File: config.mk
export PLATFORM = sky130hd
export DESIGN_NAME = irq_aggregator
export DESIGN_NICKNAME = d
export VERILOG_FILES = /design/src/rtl/irq_aggregator.sv
export SDC_FILE = /design/constraint.sdc
export NUM_CORES = 1
export LEC_CHECK = 0
export ABC_AREA = 1
export BUFFER_PORTS_ARGS = -buffer_cell sky130_fd_sc_hd__buf_2
export CAP_MARGIN = 20
export CORE_AREA = 2 2 42 64
export DETAILED_ROUTE_END_ITERATION = 12
export DIE_AREA = 0 0 44 66
export MAX_ROUTING_LAYER = met4
export SETUP_SLACK_MARGIN = 0.5
export SYNTH_ARGS = -nofsm -noshare
export SYNTH_HDL_FRONTEND = slang
export SYNTH_SLANG_ARGS = --single-unit
File: constraint.sdc
create_clock -name clk -period 2.44 [get_ports clk]
set_clock_uncertainty 0.15 [all_clocks]
set_input_delay 0.61 -clock clk [delete_from_list [all_inputs] [get_ports clk]]
set_output_delay 0.61 -clock clk [all_outputs]
set_load 0.1 [all_outputs]
File: src/rtl/irq_aggregator.sv
module irq_aggregator #(
  parameter int BANKS = 4,
  parameter int SRCS  = 6,
  parameter int DW    = 16
) (
  input  logic          clk,
  input  logic          rst_n,
  input  logic          reg_sel,
  input  logic          reg_wr,
  input  logic [DW-1:0] reg_wdata,
  output logic [DW-1:0] reg_rdata,
  input  logic [BANKS-1:0] bank_irq,
  input  logic [SRCS-1:0]  src_irq,
  output logic          irq_req
);
  localparam int ST_W = BANKS + SRCS;
  localparam int EN_W = SRCS + 1;

  logic [ST_W-1:0] status_q;
  logic [EN_W-1:0] enable_q;
  logic [ST_W-1:0] gate;

  always_ff @(posedge clk or negedge rst_n) begin
    if (!rst_n) status_q <= '0;
    else        status_q <= {src_irq, bank_irq};
  end

  always_ff @(posedge clk or negedge rst_n) begin
    if (!rst_n)                enable_q <= '0;
    else if (reg_wr && reg_sel) enable_q <= reg_wdata[EN_W-1:0];
  end

  assign gate      = {enable_q[EN_W-1:1], {BANKS{1'b1}}};
  assign irq_req   = enable_q[0] && |(status_q & gate);
  assign reg_rdata = reg_sel ? DW'(enable_q) : DW'(status_q);

  AST_GLOBAL_GATES: assert property (@(posedge clk) disable iff (!rst_n)
    !enable_q[0] |-> !irq_req);
  AST_IDLE_QUIET: assert property (@(posedge clk) disable iff (!rst_n)
    (status_q == '0) |-> !irq_req);
  AST_STATUS_WRITE_IGNORED: assert property (@(posedge clk) disable iff (!rst_n)
    (reg_wr && !reg_sel) |=> $stable(enable_q));
  AST_ENABLE_HOLDS: assert property (@(posedge clk) disable iff (!rst_n)
    !reg_wr |=> $stable(enable_q));
  AST_BANK_ALWAYS_ON: assert property (@(posedge clk) disable iff (!rst_n)
    (enable_q[0] && |status_q[BANKS-1:0]) |-> irq_req);
endmodule

# After elaboration in Yosys (flattened, before gate mapping)
# Cells that the tools add are included.
[totals]
register_bits = 17
[classes]
n_mux = 1
bitwise = 1
n_reduce_logical = 3
[ops]
columns = ["op", "n"]
rows = [
  ["$and A10 B10 Y10", 1],
  ["$mux W10", 1],
  ["$reduce_or A10 Y1", 1],
  ["$logic_and A1 B1 Y1", 2],
]

# Longest topological paths before layout
# Gate-level depths: netlist of run 1.
[depth]
ltp_word = 3
depth_mapped = 4
mapped_depth_nobuf = 4

# Worst setup path after synthesis of run 1
# OpenSTA, ideal clock, no wires.
[synth_timing]
path_type = "input-to-output"
from = "input port reg_sel"
to = "output port reg_rdata[0]"
t_arrival_ns = 2.336
required_ns = 1.680
path_slack_ns = -0.656
stages = 3
cell_sequence = "buf_6 -> buf_12 -> a21oi_1"
[synth_between]
elab_chain_len = 1
[synth_lines]
columns = ["item", "line", "rtl"]
rows = [
  ["from (decl)", "8", "input logic reg_sel,"],
  ["$mux W10", "35", "assign reg_rdata = reg_sel ? DW'(enable_q) : DW'(status_q);"],
  ["to (decl)", "11", "output logic [DW-1:0] reg_rdata,"],
]
# No other way between the ends.

# Final worst setup path of run 1
[layout_timing]
from = "register status_q[3]"
to = "output port reg_rdata[3]"
[layout_between]
elab_chain_len = 1
[layout_lines]
columns = ["item", "line", "rtl"]
rows = [
  ["from (decl)", "19", "logic [ST_W-1:0] status_q;"],
  ["from (signal assigned)", "25", "else status_q <= {src_irq, bank_irq};"],
  ["$mux W10", "35", ""],
]
# No other way between the ends.

==> results of run 1 <==
-- cell usage in the layout (no fill, tap or decap), drive strengths merged --
| cell type | Yosys | final |
|---|---|---|
| buf | 8 | 39 |
| nand2 | 23 | 23 |
| dfrtp | 17 | 17 |
| nor2 | 9 | 9 |
| mux2 | 6 | 6 |
| nand3 | 6 | 6 |
| conb | 1 | 6 |
| clkbuf | 0 | 5 |
| inv | 4 | 4 |
| a21oi | 3 | 3 |
-- area by class of cell --
class	instances	area, um2	share of cell area [%]
clock buffers	4	26.3	2.06
inverters	4	15.0	1.18
multi-input cells	53	344	27.0
flip-flops and latches	17	425	33.3
well taps	24	30.0	2.35
repair buffers	40	435	34.1
-- worst max path at each step --
stage,cells past startpoint,end,from
after CTS,5,irq_req,status_q[3]
final,3,reg_rdata[3],status_q[3]
after global placement,3,reg_rdata[3],reg_sel
after floorplan,3,reg_rdata[0],reg_sel
after global routing,5,irq_req,status_q[2]
after detailed placement,3,reg_rdata[1],reg_sel
-- sequential cells by signal (all words and copies together) (netlist names) --
name      count
status_q     10
enable_q      7
-- logic make-up (layout without fill, tap and decap cells) --
| logic type | count (synthesis) | after routing | synth area share [%] |
|---|---|---|---|
| AOI/OAI and AO/OA | 3 | 3 | 2.38 |
| buffers and inverters | 12 | 48 | 11.6 |
| DFF | 17 | 17 | 53.9 |
| muxes | 6 | 6 | 11.4 |
| other | 1 | 6 | 0.475 |
| and+or+nand+nor | 38 | 38 | 20.3 |
-- power by group through the flow --
stage	combinational, mW	clock, mW	sequential, mW
6_report	0.373	0.140	0.320
5_1_grt	0.388	0.162	0.322
2_1_floorplan	0.257	0	0.321
4_1_cts	0.365	0.150	0.320
3_5_place_dp	0.346	0	0.326
3_3_place_gp	0.344	0	0.324
-- metrics by stage --
stage          hold slack, ps  util, %  setup slack [ps]
2_1_floorplan             164        -               237
3_3_place_gp              328     47.3               129
3_5_place_dp              343     47.3               133
4_1_cts                  80.4     51.2               420
5_1_grt                  93.7     53.9               308
6_report                 76.8     53.9               417
-- layer usage --
metal  global-route usage, %  wire length (um)  vias to the layer above
li1                        -                 -                      309
met1                    13.3               618                      301
met2                    21.3               918                       25
met3                    2.19                93                        2
met4                    5.68                13                        0
met5                       -                 0                        -
-- timing repair --
| action | in CTS | in global routing |
|---|---|---|
| gates cloned | 0 | 1 |
| gates resized for setup | 11 | 3 |
| setup endpoints to repair | 11 | 10 |
| buffers inserted | 3 | 4 |
| pin swaps | 0 | 5 |
==> results.md, run 1 <==
Outcome:
- The flow ran to the end, and the final reports show no timing, DRC or antenna violations.

Clock tree:
- The number of sinks handled by clock tree synthesis is 17.
- CTS built an H-tree with a depth of 1.
- TritonCTS built the clock tree.
- The latest clock arrival within the worst-skew pair is 270 ps.
- The CTS clock-pin slew for the worst setup and hold paths is 90 ps.
- TritonCTS created 3 clock buffers.
- The quantity of hold-fixing buffers added after cts is 0.
- The clock passes through at most 2 buffers.
- The cell at the root of the clock tree is clkbuf_4.

Logic synthesis:
- Counting flops with a built-in enable in the synthesized netlist gives 0.
- After synthesis, the cell types taking the most area are dfrtp_1, mux2_4, nand2_1, buf_4, nand3_1.
- The commonest register cell after synthesis is dfrtp_1.
- In this run, synthesis produced a sequential element count of 17.
- Synthesis produced 77 cells.
- Of all cell types, the one taking the most synthesized area is dfrtp_1.
- The sequential fraction of the synthesis area is 53.9%.
- Counting distinct cell types in the post-synthesis netlist gives 14.
- After synthesis, the most frequently instantiated cells are nand2_1, dfrtp_1, nor2_1.
- The synthesized netlist occupies a cell area of 790 um2.
- The top cell type by area accounts for 53.9% of the synthesized area.
- The async set or reset register ratio after synthesis is 100%.
- In the post-synthesis netlist, the cell with the most instances is nand2_1.
- Dividing the synthesized area by the synthesized cell count gives 10.3 um2.
- The Yosys step of the flow raised 0 warnings.

Critical path:
- The endpoint type of the worst setup path is a primary output.
- The signal on the critical path passes through buf_4 -> mux2_4 -> buf_12.
- STA puts the critical path data arrival time at 1260 ps.
- The register-to-register setup slack is 1550 ps.
- The element type at the critical path start is a flop.
- The startpoint identified for the worst register-to-register timing path is enable_q[0].
- The count of cells along the worst register-to-register path is 2.
- For this run, the slowest stage of the critical path takes 410 ps.
- The critical path is of the flop to primary output type.
- The endpoint of the most critical register-to-register path is enable_q[0].
- Together, buffers and inverters on the worst path number 2.
- For the worst setup path, the data required time is 1680 ps.
- The peak fanout along the critical path is 2.
- The highest-delay cell along the critical path is dfrtp_1.
- The kind of cell adding the most delay to the critical path is flip-flops.

Pwr:
- The internal portion of total power is 0.500 mW.
- In this run the power spent charging and discharging nets is 0.333 mW.
- The leakage power is 0.663 nW.
- The combinational power share is 44.8%.
- The clock network accounts for 16.8% of the total power.
- Net switching is 40.0% of the power.
- The power consumption is 0.833 mW.
- The total power density per cell area is 653 nW/um2.
- Sequential cells burn 38.5% of the power.
- The peak ir drop on the vdd network is 0.367 mV.

Cells and area:
- Of the cells placed in the final design, the portion with a size suffix greater than 1 is 50.8%.
- At the end of the flow, the number of nets in the layout was 149.
- The layout has 216 filler cells.
- The number of standard cells in the layout, taps in and fillers out is 142.
- Once layout is done, the placed cells without fillers occupy 1280 um2.
- The count of antenna diodes in the layout is 0.
- Relative to the synthesized area, the layout overhead comes to 61.6%.

Floorplanning:
- The width of the chip is 44 um.
- The die covers 2900 um2.
- The initial utilization of the core area, before any placement, comes to 33.4%.
- The chip height is 66 um.
- Row generation in the floorplan step produced 22 rows.
- In this run the standard cell core region covers 2370 um2.
- 47 I/O pins were placed.

Detailed routing:
- The routed layout has 637 vias.
- Wires add up to 1640 um.
- The post-detailed-route count of antenna-violating nets is 0.
- The total DRC errors in the routed layout is 0.
- For this block, the initial DRC count from the detailed router was 4.
- The average detailed-routed wire length per instance is 11.6 um.
- The routed via count divided by cell count is 4.49.
- The first-pass detailed-route iteration total is 4.

Hold path:
- The worst hold-check path type is input port to asynchronous set/reset pin.

Global route:
- The global routing usage summed across all routing layers is 12.3%.
- The first global-routing pass estimated 2530 um of wire.
- The pin count of the biggest net entering global routing is 18.
- The number of antenna violations at the first check in global routing is 0.
- The aggregate global routing overflow is 0.
- The via count of the first global-routing pass came to 628.

Timing:
- For the final routed database, the setup TNS stands at 0 ps.
- For the finished layout, the period the worst path requires is 2020 ps.
- Setup repair after global routing could not meet its margin everywhere.
- Setup violations remaining at the end of the flow were counted as 0.
- The max-slew violation total from the final report was 0.
- The final critical path takes up 82.9% of the cycle.
- The highest achievable clock rate is 494 MHz.
- The number of hold violations in the final report came to 0.

Placement:
- The placed cell count is 130.
- The number of buffers inserted by port buffering is 31.
- In this run the cell area measured after placement is 1120 um2.
- Summed over all nets, the half-perimeter wirelength after detailed placement is 1190 um.
- The congestion estimate from routability-driven global placement came to 0.734.

Run:
- The max-cap violation count is 0.
(Power assumes the default switching activity.)
==> run 2, diff against run 1 <==
--- a/config.mk
+++ b/config.mk
@@ -12,6 +12,7 @@
 export DETAILED_ROUTE_END_ITERATION = 12
 export DIE_AREA = 0 0 44 66
 export MAX_ROUTING_LAYER = met4
+export PLACE_DENSITY = 0.67
 export SETUP_SLACK_MARGIN = 0.5
 export SYNTH_ARGS = -nofsm -noshare
 export SYNTH_HDL_FRONTEND = slang
==> constraint.sdc (replaced) <==
create_clock -name clk -period 1.7 [get_ports clk]
set_clock_uncertainty 0.15 [all_clocks]
set_input_delay 0.425 -clock clk [delete_from_list [all_inputs] [get_ports clk]]
set_output_delay 0.425 -clock clk [all_outputs]
set_load 0.1 [all_outputs]
==> run 2 against run 1 <==
- via count rose by 1.7%
- design area increased by 4.2%
- first-iteration DRC count grew to 4.8 times the previous value
- non-clock buffer count up 6
- largest cell class unchanged
- worst setup slack lost 540 ps
- the flow now finishes with violations (negative setup slack)
- sequential cell count unchanged
- sequential power up 43%
==> results.md, run 2 (same netlist as run 1, synthesis figures left out) <==
Outcome:
- The run finished, with violations left.
- The checks that failed: negative setup slack.

Timing:
- Setup repair after global routing could not meet its margin everywhere.
- The number of failing setup endpoints in the final timing report came to 7 (+7).
- The number of hold violations in the final report is 0 (unchanged).
- The highest achievable clock rate is 548 MHz.
- Counting I/O delays and the setup requirement, the final critical path takes 1830 ps.
- The slack of the critical path is -126 ps (-543 ps).
- Of the available clock period, the critical path in the final layout requires 107%.
- The sum of negative setup slack came to -268 ps (-268 ps).
- The max-slew violation total from the final report was 0 (unchanged).
- The worst hold slack is 84.6 ps (+7.80 ps).

Floorplanning:
- The chip height is 66 um (unchanged).
- The total core area was 2370 um2 (unchanged).
- The area enclosed by the die boundary is 2900 um2 (unchanged).
- The width of the chip is 44 um (unchanged).
- The I/O pin total is 47 (unchanged).
- The number of rows created at floorplan is 22 (unchanged).
- The starting utilization of the core area is 33.4% (unchanged).

Clock tree:
- The clock tree buffer depth is 2 (unchanged).
- The cell at the root of the clock tree is clkbuf_4.
- The CTS clock-pin slew for the worst setup and hold paths was 90 ps (about the same).
- The total CTS buffers is 3 (unchanged).
- The depth of the CTS H-tree is 1 (unchanged).
- The number of sinks handled by clock tree synthesis is 17 (unchanged).
- The latest clock arrival within the worst-skew pair is 290 ps (+20 ps).
- The CTS tree is done.

Detailed routing:
- The average detailed-routed wire length per instance is 11.5 um (-0.96%).
- The first-iteration detailed-routing DRC count is 19 (+15).
- The routed via count divided by cell count is 4.38 (-2.4%).
- The number of vias after detailed routing is 648 (+1.7%).
- The first-pass detailed-route iteration total is 4 (unchanged).
- The final wirelength is 1700 um (+3.2%).
- The post-detailed-route count of antenna-violating nets is 0 (unchanged).
- The total DRC errors in the routed layout was 0 (unchanged).

Critical path:
- The start-to-end type of the worst setup path is flop to primary output.
- The element type at the critical path start is a flop.
- The endpoint type of the worst setup path is a primary output.
- The register-to-register setup slack is 700 ps (-850 ps).
- The peak fanout along the critical path is 2 (unchanged).
- The required time at the worst-slack endpoint came to 1120 ps (-560 ps).
- The arrival time of the worst setup path was 1250 ps (about the same).
- The highest-delay cell along the critical path is dfrtp_1.
- The critical path's largest stage delay came to 390 ps (-20 ps).
- Walking the worst path, the cells encountered are nor2_1 -> nand2_1 -> nor2_2 -> a21oi_4 -> buf_12.

Cells and area:
- The number of nets at the end of the flow is 155 (+4.0%).
- The number of flip-flops under the largest register name is 10 (unchanged).
- The multi-input logic area was 344 um2 (unchanged).
- The top cell types in the final layout, fill and taps aside, are nand2_1, buf_2, dfrtp_1, buf_12, buf_4.
- The commonest non-fill, non-tap cell in the layout is nand2_1.
- The count of antenna diodes in the layout is 0 (unchanged).
- The area taken by flip-flops and latches was 425 um2 (unchanged).
- The largest registers in the layout are status_q x10, enable_q x7.
- The share of cells above drive strength 1 is 54.0% (+3.2 points).
- The number of filler instances in the final layout came to 200 (-7.4%).
- The area growth from synthesis to layout is 68.5%.
- The register with the most flip-flops is status_q.

Placement:
- The final weighted congestion of routability-driven global placement is 0.800 (+9.0%).
- The number of buffers inserted by port buffering is 31 (unchanged).
- The post-DP HPWL is 1230 um (+3.5%).

Run:
- The max-cap violation count is 0 (unchanged).

Pwr:
- The total power density per cell area is 926 nW/um2 (+42%).
- The peak ir drop on the vdd network is 0.718 mV (+96%).
- The leakage power is 0.691 nW (+4.3%).
- The power consumption is 1.23 mW (+48%).

Global route:
- The global-route met3 utilization is 2.46% (+0.27 points).
- The via count of the first global-routing pass is 656 (+4.5%).
- The most used routing layer in global routing is met2.
- The number of antenna violations at the first check in global routing is 0 (unchanged).
- The pin count of the biggest net entering global routing came to 18 (unchanged).
- The first-pass GRT wire length is 2930 um (+16%).
- The met1 usage is 15.8% (+2.5 points).
- The aggregate global routing overflow is 0 (unchanged).
- The global routing usage summed across all routing layers is 14.6% (+2.3 points).
- The met2 usage is 23.7% (+2.4 points).

Hold path:
- The path class of the tightest hold or removal check is input port to flop.
run 2: stage by stage:
| step | setup slack, ps | util, % | area [um2] | instances |
|---|---|---|---|---|
| after floorplan | -133 | - | 865 | 82 |
| after global placement | -48.2 | 49.5 | 1170 | 133 |
| after detailed placement | -57.0 | 49.5 | 1170 | 133 |
| after CTS | -113 | 54.6 | 1290 | 143 |
| after global routing | -212 | 56.2 | 1330 | 148 |
| final | -126 | 56.2 | 1330 | 148 |
run 2: critical path: cells and delay by family, from the launching register on:
kind | cells | cell delay [ps]
compound gates | 1 | 70
buf+inv | 1 | 160
flops | 1 | 390
simple gates | 3 | 330
run 2: layout make-up:
class	instances	share of cell area, %
Sequential cell	17	32.0
Tap cell	24	2.26
Clock buffer	4	1.98
Timing Repair Buffer	46	36.8
Inverter	4	1.13
Multi-Input combinational cell	53	25.9
run 2: repair_timing:
item                                    4_1_cts  5_1_grt
hold buffers                                  1        0
pin swaps                                    10        4
gates cloned                                  1        0
endpoints found under the setup margin       11       11
setup buffers                                 4        5
hold endpoints to repair                     17        0
resized for setup                            10        1
run 2: final timing paths:
| kind | to | depth (start not counted) | from |
|---|---|---|---|
| setup / recovery | irq_req | 5 | status_q[2] |
| hold / removal | status_q[6] | 1 | src_irq[2] |
| setup reg to reg | enable_q[5] | 4 | enable_q[5] |
| hold reg to reg | enable_q[4] | 2 | enable_q[4] |
| max in group asynchronous | status_q[0] | 2 | rst_n |
| min in group asynchronous | status_q[1] | 2 | rst_n |
run 2: report_power, final:
part / internal [mW] / leakage (nW) / switching, mW
Sequential: 0.437 / 0.202 / 0.0215
Clock: 0.0914 / 0.0150 / 0.116
Combinational: 0.212 / 0.475 / 0.354
Total: 0.740 / 0.691 / 0.491
run 2: routing by layer:
layer,part of all wire [%],routed length [um]
met5,0,0
met4,3.1,52
met3,4.5,77
met2,56,955
met1,36,611
